--- config.mk ---
export PLATFORM = sky130hd
export DESIGN_NAME = irq_fallback_arbiter
export DESIGN_NICKNAME = d
export VERILOG_FILES = /design/src/rtl/irq_arb_pkg.sv /design/src/rtl/irq_optin_bank.sv /design/src/rtl/irq_core_picker.sv /design/src/rtl/irq_timeout_timer.sv /design/src/rtl/irq_fallback_arbiter.sv
export SDC_FILE = /design/constraint.sdc
export NUM_CORES = 1
export LEC_CHECK = 0
export BUFFER_PORTS_ARGS = -buffer_cell sky130_fd_sc_hd__clkbuf_2
export CORE_MARGIN = 2
export CORE_UTILIZATION = 60
export DETAILED_ROUTE_END_ITERATION = 8
export PLACE_DENSITY = 0.86
export SLEW_MARGIN = 0
export SYNTH_ARGS = -nofsm -noshare
export SYNTH_HDL_FRONTEND = slang
export SYNTH_SLANG_ARGS = --single-unit
--- constraint.sdc ---
create_clock -name clk -period 4.27 [get_ports clk]
set_clock_uncertainty 0.15 [all_clocks]
set_input_delay 0.854 -clock clk [delete_from_list [all_inputs] [get_ports clk]]
set_output_delay 0.854 -clock clk [all_outputs]
set_load 0.005 [all_outputs]
--- src/rtl/irq_arb_pkg.sv ---
package irq_arb_pkg;
  typedef enum logic [1:0] {
    ARB_IDLE   = 2'd0,
    ARB_SINGLE = 2'd1,
    ARB_BCAST  = 2'd2
  } arb_state_e;

  localparam int OPTIN_W = 2;
endpackage

--- src/rtl/irq_optin_bank.sv ---
module irq_optin_bank #(
  parameter int NUM_CORES = 8,
  parameter int IDX_W     = $clog2(NUM_CORES)
) (
  input  logic                            clk,
  input  logic                            rst,
  input  logic                            wr_en,
  input  logic [IDX_W-1:0]                wr_core,
  input  logic [irq_arb_pkg::OPTIN_W-1:0] wr_val,
  output logic [NUM_CORES-1:0]            opted_o
);
  import irq_arb_pkg::*;

  for (genvar g = 0; g < NUM_CORES; g++) begin : g_core
    localparam logic [OPTIN_W-1:0] RST_VAL = (g == 0) ? OPTIN_W'(1) : '0;
    logic [OPTIN_W-1:0] setting_q;

    always_ff @(posedge clk) begin
      if (rst)
        setting_q <= RST_VAL;
      else if (wr_en && (wr_core == IDX_W'(g)))
        setting_q <= wr_val;
    end

    assign opted_o[g] = |setting_q;
  end

  // reset leaves only core 0 opted in
  assert_reset_optin_R2: assert property (@(posedge clk)
    $past(rst) |-> (opted_o == NUM_CORES'(1)));
endmodule

--- src/rtl/irq_core_picker.sv ---
module irq_core_picker #(
  parameter int NUM_CORES = 8,
  parameter int SPLIT     = 4,
  parameter int IDX_W     = $clog2(NUM_CORES)
) (
  input  logic [NUM_CORES-1:0] opted_i,
  input  logic [NUM_CORES-1:0] idle_i,
  input  logic                 prefer_perf_i,
  output logic                 valid_o,
  output logic [IDX_W-1:0]     idx_o
);
  logic [NUM_CORES-1:0] pref_mask;
  logic [NUM_CORES-1:0] awake;
  logic [NUM_CORES-1:0] tier_a;
  logic [NUM_CORES-1:0] tier_b;
  logic [NUM_CORES-1:0] pool;

  for (genvar g = 0; g < NUM_CORES; g++) begin : g_mask
    assign pref_mask[g] = prefer_perf_i ? (g >= SPLIT) : (g < SPLIT);
  end

  assign awake  = opted_i & ~idle_i;
  assign tier_a = awake & pref_mask;
  assign tier_b = awake & ~pref_mask;

  always_comb begin
    if (|tier_a)      pool = tier_a;
    else if (|tier_b) pool = tier_b;
    else              pool = opted_i;
  end

  always_comb begin
    idx_o = '0;
    for (int i = NUM_CORES - 1; i >= 0; i--) begin
      if (pool[i]) idx_o = IDX_W'(i);
    end
  end

  assign valid_o = |opted_i;

  // a chosen core is always opted in
  always_comb begin
    if (valid_o) assert_pick_opted_R2: assert (opted_i[idx_o] || $isunknown(opted_i));
  end
endmodule

--- src/rtl/irq_timeout_timer.sv ---
module irq_timeout_timer #(
  parameter int TMO_W = 16
) (
  input  logic             clk,
  input  logic             rst,
  input  logic             load_i,
  input  logic [TMO_W-1:0] load_val_i,
  input  logic             dec_i,
  output logic             last_o
);
  logic [TMO_W-1:0] cnt_q;

  always_ff @(posedge clk) begin
    if (rst)
      cnt_q <= '0;
    else if (load_i)
      cnt_q <= load_val_i;
    else if (dec_i && (cnt_q != '0))
      cnt_q <= cnt_q - 1'b1;
  end

  assign last_o = (cnt_q == TMO_W'(1));

  // the countdown steps by exactly one per delivery cycle
  assert_countdown_step_R6: assert property (@(posedge clk) disable iff (rst)
    (dec_i && !load_i && (cnt_q != '0)) |=> (cnt_q == $past(cnt_q) - 1'b1));
endmodule

--- src/rtl/irq_fallback_arbiter.sv ---
module irq_fallback_arbiter #(
  parameter int NUM_CORES = 8,
  parameter int SPLIT     = 4,
  parameter int TMO_W     = 16,
  parameter int IDX_W     = $clog2(NUM_CORES)
) (
  input  logic                 clk,
  input  logic                 rst,
  input  logic                 enable_i,
  input  logic                 event_pending_i,
  input  logic                 ack_i,
  input  logic                 prefer_perf_i,
  input  logic [TMO_W-1:0]     timeout_i,
  input  logic [NUM_CORES-1:0] core_idle_i,
  input  logic                 optin_wr_i,
  input  logic [IDX_W-1:0]     optin_wr_core_i,
  input  logic [1:0]           optin_wr_val_i,
  output logic [NUM_CORES-1:0] irq_o
);
  import irq_arb_pkg::*;

  arb_state_e           state_q;
  logic [NUM_CORES-1:0] irq_q;
  logic [NUM_CORES-1:0] opted;
  logic                 pick_valid;
  logic [IDX_W-1:0]     pick_idx;
  logic                 tmr_last;
  logic                 start_round;
  logic                 start_single;
  logic                 tmo_zero;

  irq_optin_bank #(.NUM_CORES(NUM_CORES), .IDX_W(IDX_W)) u_optin (
    .clk     (clk),
    .rst     (rst),
    .wr_en   (optin_wr_i),
    .wr_core (optin_wr_core_i),
    .wr_val  (optin_wr_val_i),
    .opted_o (opted)
  );

  irq_core_picker #(.NUM_CORES(NUM_CORES), .SPLIT(SPLIT), .IDX_W(IDX_W)) u_pick (
    .opted_i       (opted),
    .idle_i        (core_idle_i),
    .prefer_perf_i (prefer_perf_i),
    .valid_o       (pick_valid),
    .idx_o         (pick_idx)
  );

  assign tmo_zero     = (timeout_i == '0);
  assign start_round  = (state_q == ARB_IDLE) && enable_i && pick_valid && event_pending_i;
  assign start_single = start_round && !tmo_zero;

  irq_timeout_timer #(.TMO_W(TMO_W)) u_timer (
    .clk        (clk),
    .rst        (rst),
    .load_i     (start_single),
    .load_val_i (timeout_i),
    .dec_i      (state_q == ARB_SINGLE),
    .last_o     (tmr_last)
  );

  always_ff @(posedge clk) begin
    if (rst) begin
      state_q <= ARB_IDLE;
      irq_q   <= '0;
    end else if (!enable_i || !pick_valid) begin
      state_q <= ARB_IDLE;
      irq_q   <= '0;
    end else begin
      case (state_q)
        ARB_IDLE: begin
          if (start_round) begin
            if (tmo_zero) begin
              state_q <= ARB_BCAST;
              irq_q   <= opted;
            end else begin
              state_q <= ARB_SINGLE;
              irq_q   <= NUM_CORES'(1) << pick_idx;
            end
          end
        end
        ARB_SINGLE: begin
          if (ack_i || ((irq_q & opted) == '0)) begin
            state_q <= ARB_IDLE;
            irq_q   <= '0;
          end else if (tmr_last) begin
            state_q <= ARB_BCAST;
            irq_q   <= opted;
          end
        end
        ARB_BCAST: begin
          if (ack_i) begin
            state_q <= ARB_IDLE;
            irq_q   <= '0;
          end else begin
            irq_q <= opted;
          end
        end
        default: begin
          state_q <= ARB_IDLE;
          irq_q   <= '0;
        end
      endcase
    end
  end

  assign irq_o = irq_q;

  // single-target phase drives exactly one line
  assert_single_onehot_R1: assert property (@(posedge clk) disable iff (rst)
    (state_q == ARB_SINGLE) |-> $onehot(irq_o));

  // no line for a core that was opted out when the outputs were computed
  assert_optout_silent_R2: assert property (@(posedge clk) disable iff (rst)
    !$past(rst) |-> ((irq_o & ~$past(opted)) == '0));

  // acknowledge during delivery clears every line next cycle
  assert_ack_clears_R8: assert property (@(posedge clk) disable iff (rst)
    (ack_i && (state_q != ARB_IDLE)) |=> (irq_o == '0));

  // disabled block keeps all lines low
  assert_disabled_quiet_R9: assert property (@(posedge clk) disable iff (rst)
    !enable_i |=> (irq_o == '0));

  // outputs low right after reset
  assert_reset_low_R11: assert property (@(posedge clk)
    $past(rst) |-> (irq_o == '0));
endmodule

# [Word-level counts from Yosys, hierarchy flattened]
# Index checks and enable logic that the tools add are counted.
[op_classes] addsub=1 eq_ne=13 n_shift=1 mux=26 n_bitwise=6 n_reduce_logical=38
[op_table] cell="$mux 8" count=7
[op_table] cell="$and 8x8->8" count=4
[op_table] cell="$mux 16" count=2
[op_table] cell="$mux 3" count=8
[op_table] cell="$pmux 8 s3" count=1
[op_table] cell="$reduce_or 2->1" count=9
[op_table] cell="$eq 16x1->1 const B" count=1
[op_table] cell="$logic_not 16->1" count=1
[op_table] cell="$not 8->8" count=2
[op_table] cell="$reduce_bool 16->1" count=1
[op_table] cell="$reduce_or 16->1" count=1
[op_table] cell="$reduce_or 8->1" count=2
[op_table] cell="$sub 16x1->16 const B" count=1
[op_table] cell="$logic_and 1x1->1" count=13
[op_table] cell="$eq 3x3->1 const B" count=4
[op_table] cell="$mux 2" count=5
[op_table] cell="$logic_not 8->1" count=1
[op_table] cell="$shl 1x3->8 const A" count=1
[op_table] cell="$eq 3x2->1 const B" count=2
[op_table] cell="$pmux 2 s3" count=1
[op_table] cell="$ne 2x2->1 const B" count=2
[op_table] cell="$eq 3x1->1 const B" count=1
[op_table] cell="$logic_not 1->1" count=3
[op_table] cell="$logic_not 3->1" count=1
[op_table] cell="9 further kinds" count=11
[word_totals] register_bits=42 in_bits=36 output_inout_bits=8 wordCells=96

# [Longest topological paths before layout]
[depth] depth_word=18 mapped_depth=9 mapped_depth_nobuf=8

# [By module]
# A second synthesis with hierarchy kept.
[hier_totals] cells_unflattened=348 area_unflattened_um2=2951.6
[by_module_without_submodules] module="irq_timeout_timer" instances=1 cells_each=120 area_per_inst_um2=1011.0 seq_area_each_um2=320.3
[by_module_without_submodules] module="irq_fallback_arbiter" instances=1 cells_each=102 area_per_inst_um2=778.2 seq_area_each_um2=200.2
[by_module_without_submodules] module="irq_optin_bank" instances=1 cells_each=69 area_per_inst_um2=748.2 seq_area_each_um2=320.3
[by_module_without_submodules] module="irq_core_picker" instances=1 cells_each=57 area_per_inst_um2=414.1 seq_area_each_um2=0.0

# [Worst setup path after synthesis]
# No wires, ideal clock.
[synth_timing] kind="input port to flip-flop" startpoint="in core_idle_i[7]" endpoint="reg irq_q[6] (netlist: irq_o[6])" setup_time_ps=91 t_arrival_ps=2464 required_time_ps=4029 setup_slack_ps=1565 path_stages=9 path_buffers=1 path_cell_list="o21bai_1 o2111ai_2 and2_1 buf_2 a211o_2 or3b_1 nor4_2 nand2b_1 a311oi_1"
[synth_between] elab_chain_cells=18 elab_cells_between_ends=20 classes_between="shift: 1; mux: 13; bitwise: 4; reduce/logical: 2"
[synth_lines] item="start, declared" line_no="irq_fallback_arbiter.sv:14" source="input logic [NUM_CORES-1:0] core_idle_i,"
[synth_lines] item="$not 8->8 (*)" line_no="irq_core_picker.sv:22" source="assign awake = opted_i & ~idle_i;"
[synth_lines] item="$and 8x8->8 (*)" line_no="irq_core_picker.sv:22"
[synth_lines] item="$and 8x8->8" line_no="irq_core_picker.sv:24" source="assign tier_b = awake & ~pref_mask;"
[synth_lines] item="$reduce_or 8->1" line_no="irq_core_picker.sv:28" source="else if (|tier_b) pool = tier_b;"
[synth_lines] item="$mux 8" line_no="irq_core_picker.sv:28"
[synth_lines] item="$mux 8 (*)" line_no="irq_core_picker.sv:27" source="if (|tier_a) pool = tier_a;"
[synth_lines] item="$mux 3 (7 in series)" line_no="irq_core_picker.sv:35" source="if (pool[i]) idx_o = IDX_W'(i);"
[synth_lines] item="$mux 3 (*)" line_no="irq_core_picker.sv:35"
[synth_lines] item="$shl 1x3->8 (*)" line_no="irq_fallback_arbiter.sv:78" source="irq_q <= NUM_CORES'(1) << pick_idx;"
[synth_lines] item="$mux 8 (*)" line_no="irq_fallback_arbiter.sv:73" source="if (tmo_zero) begin"
[synth_lines] item="$mux 8 (*)" line_no="irq_fallback_arbiter.sv:72" source="if (start_round) begin"
[synth_lines] item="$pmux 8 s3 (*)" line_no="irq_fallback_arbiter.sv:70" source="case (state_q)"
[synth_lines] item="end signal, assigned" line_no="irq_fallback_arbiter.sv:75" source="irq_q <= opted;"
[synth_lines] item="end signal, assigned" line_no="irq_fallback_arbiter.sv:78"
[synth_lines] item="end signal, assigned" line_no="irq_fallback_arbiter.sv:88" source="irq_q <= opted;"
[synth_lines] item="end, declared" line_no="irq_fallback_arbiter.sv:23" source="logic [NUM_CORES-1:0] irq_q;"
# Every way passes the cells marked *; elsewhere a longest branch is shown, timed or not. The select of a mux whose other input is x is not followed.
# A chain may end at the register's enable or synchronous reset.

# [Worst setup path after layout]
[layout_timing] startpoint="in timeout_i[0]" endpoint="reg irq_q[6] (netlist: irq_o[6])"
[layout_between] elab_chain_cells=4
[layout_lines] item="start, declared" line_no="irq_fallback_arbiter.sv:13" source="input logic [TMO_W-1:0] timeout_i,"
[layout_lines] item="$logic_not 16->1" line_no="irq_fallback_arbiter.sv:49" source="assign tmo_zero = (timeout_i == '0);"
[layout_lines] item="$mux 8" line_no="irq_fallback_arbiter.sv:73"
[layout_lines] item="$mux 8" line_no="irq_fallback_arbiter.sv:72"
[layout_lines] item="$pmux 8 s3" line_no="irq_fallback_arbiter.sv:70"
# No other way between the ends. The select of a mux whose other input is x is not followed.

==> flow_summary.yaml <==
status:
  status: "finished clean"
floorplan:
  initial_core_util_pct: 62.3
  fp.dieH_um: 68.2
  die_w_um: 68.2
  row_count: 23
  dieArea_um2: 4650
  core_um2: 3970
  io_pins: 44
synth:
  yosysMostFrequentCell: "nor2_1"
  ys_seq_elements: 42
  synthCells: 297
  synth_edf_count: 0
  yosys_warnings: 0
  synthDistinctLibCells: 59
  synth_area_leader_cell: "dfxtp_1"
  synth.yosys.seq_area_share_pct: 34.0
  synth.avg_cell_area_um2: 8.32
  ys.flop_type: "dfxtp_1"
  synth_top_cell_area_share_pct: 34.0
  synthTopCellsByCount: "nor2_1, dfxtp_1, nand2_1"
  ys_top_cells_by_area: "dfxtp_1, nor2_1, mux2i_1, a21oi_1, o21ai_0"
  syn-num-nets: 335
  synthArstFlopShare_pct: 0
  syn_area_um2: 2470
power:
  ir_drop_uv: 190
  seqPwrFrac_pct: 49.8
  internal-power_w: 0.000588
  swShare_pct: 30.7
  powerDensity_nw_per_um2: 305
  total_power_w: 0.000849
  p_sw_w: 0.000261
  pwr-share-comb_pct: 20.0
  p_leak_nw: 1.10
  pwr-share-clk_pct: 30.2
timing:
  post-route-period-util_pct: 70.7
  fmax_mhz: 331
  slew_headroom_pct: 42.3
  tightest_slew_ps: 862
  fin_crit_ps: 3020
  rsz0062_at_grt: "false"
  slew_violations: 0
  setup_tns_ps: 0
  setup_viol: 0
  final_hold_viol_count: 0
drt:
  route.detailed.drc: 0
  vias_per_cell: 6.38
  ant_nets: 0
  dr_total_vias: 2470
  wire_per_inst_um: 16.4
  drt_iter0_markers: 206
  wirelength_mm: 6.35
  dr.pass1.iters: 5
worst_hold_path:
  min_path_type: "reg -> reg"
finish:
  fin_cells: 387
  layout-drive-gt1-share_pct: 20.5
  synthToLayoutAreaGrowth_pct: 12.6
  fin_util_pct: 70.1
  diodes: 0
  fin_area_um2: 2780
  nets: 374
clock_network:
  post_cts_resized: 0
  cts_buffer_depth: 2
  h-tree-depth: 2
  cts_setup_buffers: 0
  ctsHoldBuffers: 0
  clk_pin_slew_ps: 80
  cts_num_sinks: 42
  cts-root-buf: "clkbuf_8"
  cts_buffers: 5
  clk_latency_ps: 300
  cts_tree: "yes"
worst_setup_path:
  cp-start-kind: "input port"
  cp_max_fo: 7
  endpoint_kind: "register"
  critPathKind: "in -> reg"
  cp.required_ps: 4310
  worstPathArrival_ps: 3060
place:
  dp.cells: 379
  hpwl_mm: 4.77
  placed_area_um2: 2700
  numPortBuffers: 43
  gp_congestion: 0.936
global_routing:
  antenna_found_initial: 0
  grt_pass1_vias: 2195
  grt_first_pass_wirelength_mm: 10.2
  overflow: 0
  grt_max_degree: 33
  gr-usage-all-layers_pct: 29.4
flow_run:
  max_cap_viol_count: 0
through the flow:
step | setup WS (ps) | hold slack, ps
3_3_place_gp | 1130 | 325
2_1_floorplan | 1560 | 301
6_report | 1250 | 346
3_5_place_dp | 1020 | 336
5_1_grt | 1170 | 374
4_1_cts | 1310 | 350
placed cells by master, fill, tap and decap left out, drive strengths merged, types with 4 or more instances in the layout:
cell	Yosys	final
nand4b	4	4
o21bai	6	6
o21ai	19	19
nand2b	8	8
nand4	7	7
a211oi	4	4
mux2i	16	16
dfxtp	42	42
a31oi	5	5
nor2	45	45
o211ai	6	6
o311ai	4	4
a21oi	20	20
clkbuf	9	49
nor3	10	10
nand2	22	22
inv	7	7
and2	4	4
a211o	5	5
nor4	7	7
worst paths after layout:
path | from | slack, ps | cells after the start | end
max | timeout_i[0] | 1250 | 7 | irq_o[6]
min | u_timer.cnt_q[5] | 350 | 2 | u_timer.cnt_q[5]
max reg2reg | u_timer.cnt_q[2] | 1600 | 8 | irq_o[0]
min reg2reg | u_timer.cnt_q[5] | 350 | 2 | u_timer.cnt_q[5]
state kept, by name, summed over array words and instances, names as in the netlist:
name,flops
u_optin.g_core.setting_q,16
u_timer.cnt_q,16
irq_o,8
state_q,2
cell type report:
type	count	area, um^2
Multi-Input combinational cell	237	1550
Tap cell	50	62.6
Clock buffer	6	72.6
Sequential cell	42	841
Timing Repair Buffer	43	215
Clock inverter	2	13.8
Fill cell	341	1190
Inverter	7	26.3
critical path, stage by stage:
cell	delay (ps)
clkbuf_2	90
nor4_1	410
nand4_1	220
mux2_2	310
o21ai_0	570
o21ai_0	290
a311oi_1	330
layer usage:
layer	wire, um	GRT usage (%)	vias up
met5	0	0	-
met4	121	10.8	0
met3	419	5.59	13
met2	3090	48.7	120
met1	2720	37.9	1138
li1	-	-	1199
logic make-up (layout without fill, tap and decap cells):
group / count (synthesis) / in the layout / share of synthesized area (%)
AND/OR/NAND/NOR: 125 / 125 / 27.8
AO/OA/AOI/OAI: 91 / 91 / 26.3
flip-flops: 42 / 42 / 34.0
buffers and inverters: 18 / 58 / 3.24
multiplexers: 17 / 17 / 6.93
adder cells (fa/ha/maj): 2 / 2 / 1.01
XOR/XNOR: 2 / 2 / 0.709
power by group through the flow:
stage | Sequential [W] | Clock, W | Combinational, W
3_5_place_dp | 0.000432 | 0 | 0.000166
4_1_cts | 0.000422 | 0.000259 | 0.000167
6_report | 0.000423 | 0.000257 | 0.000170
5_1_grt | 0.000425 | 0.000277 | 0.000185
2_1_floorplan | 0.000427 | 0 | 0.000128
3_3_place_gp | 0.000431 | 0 | 0.000162
(Power assumes the default switching activity.)
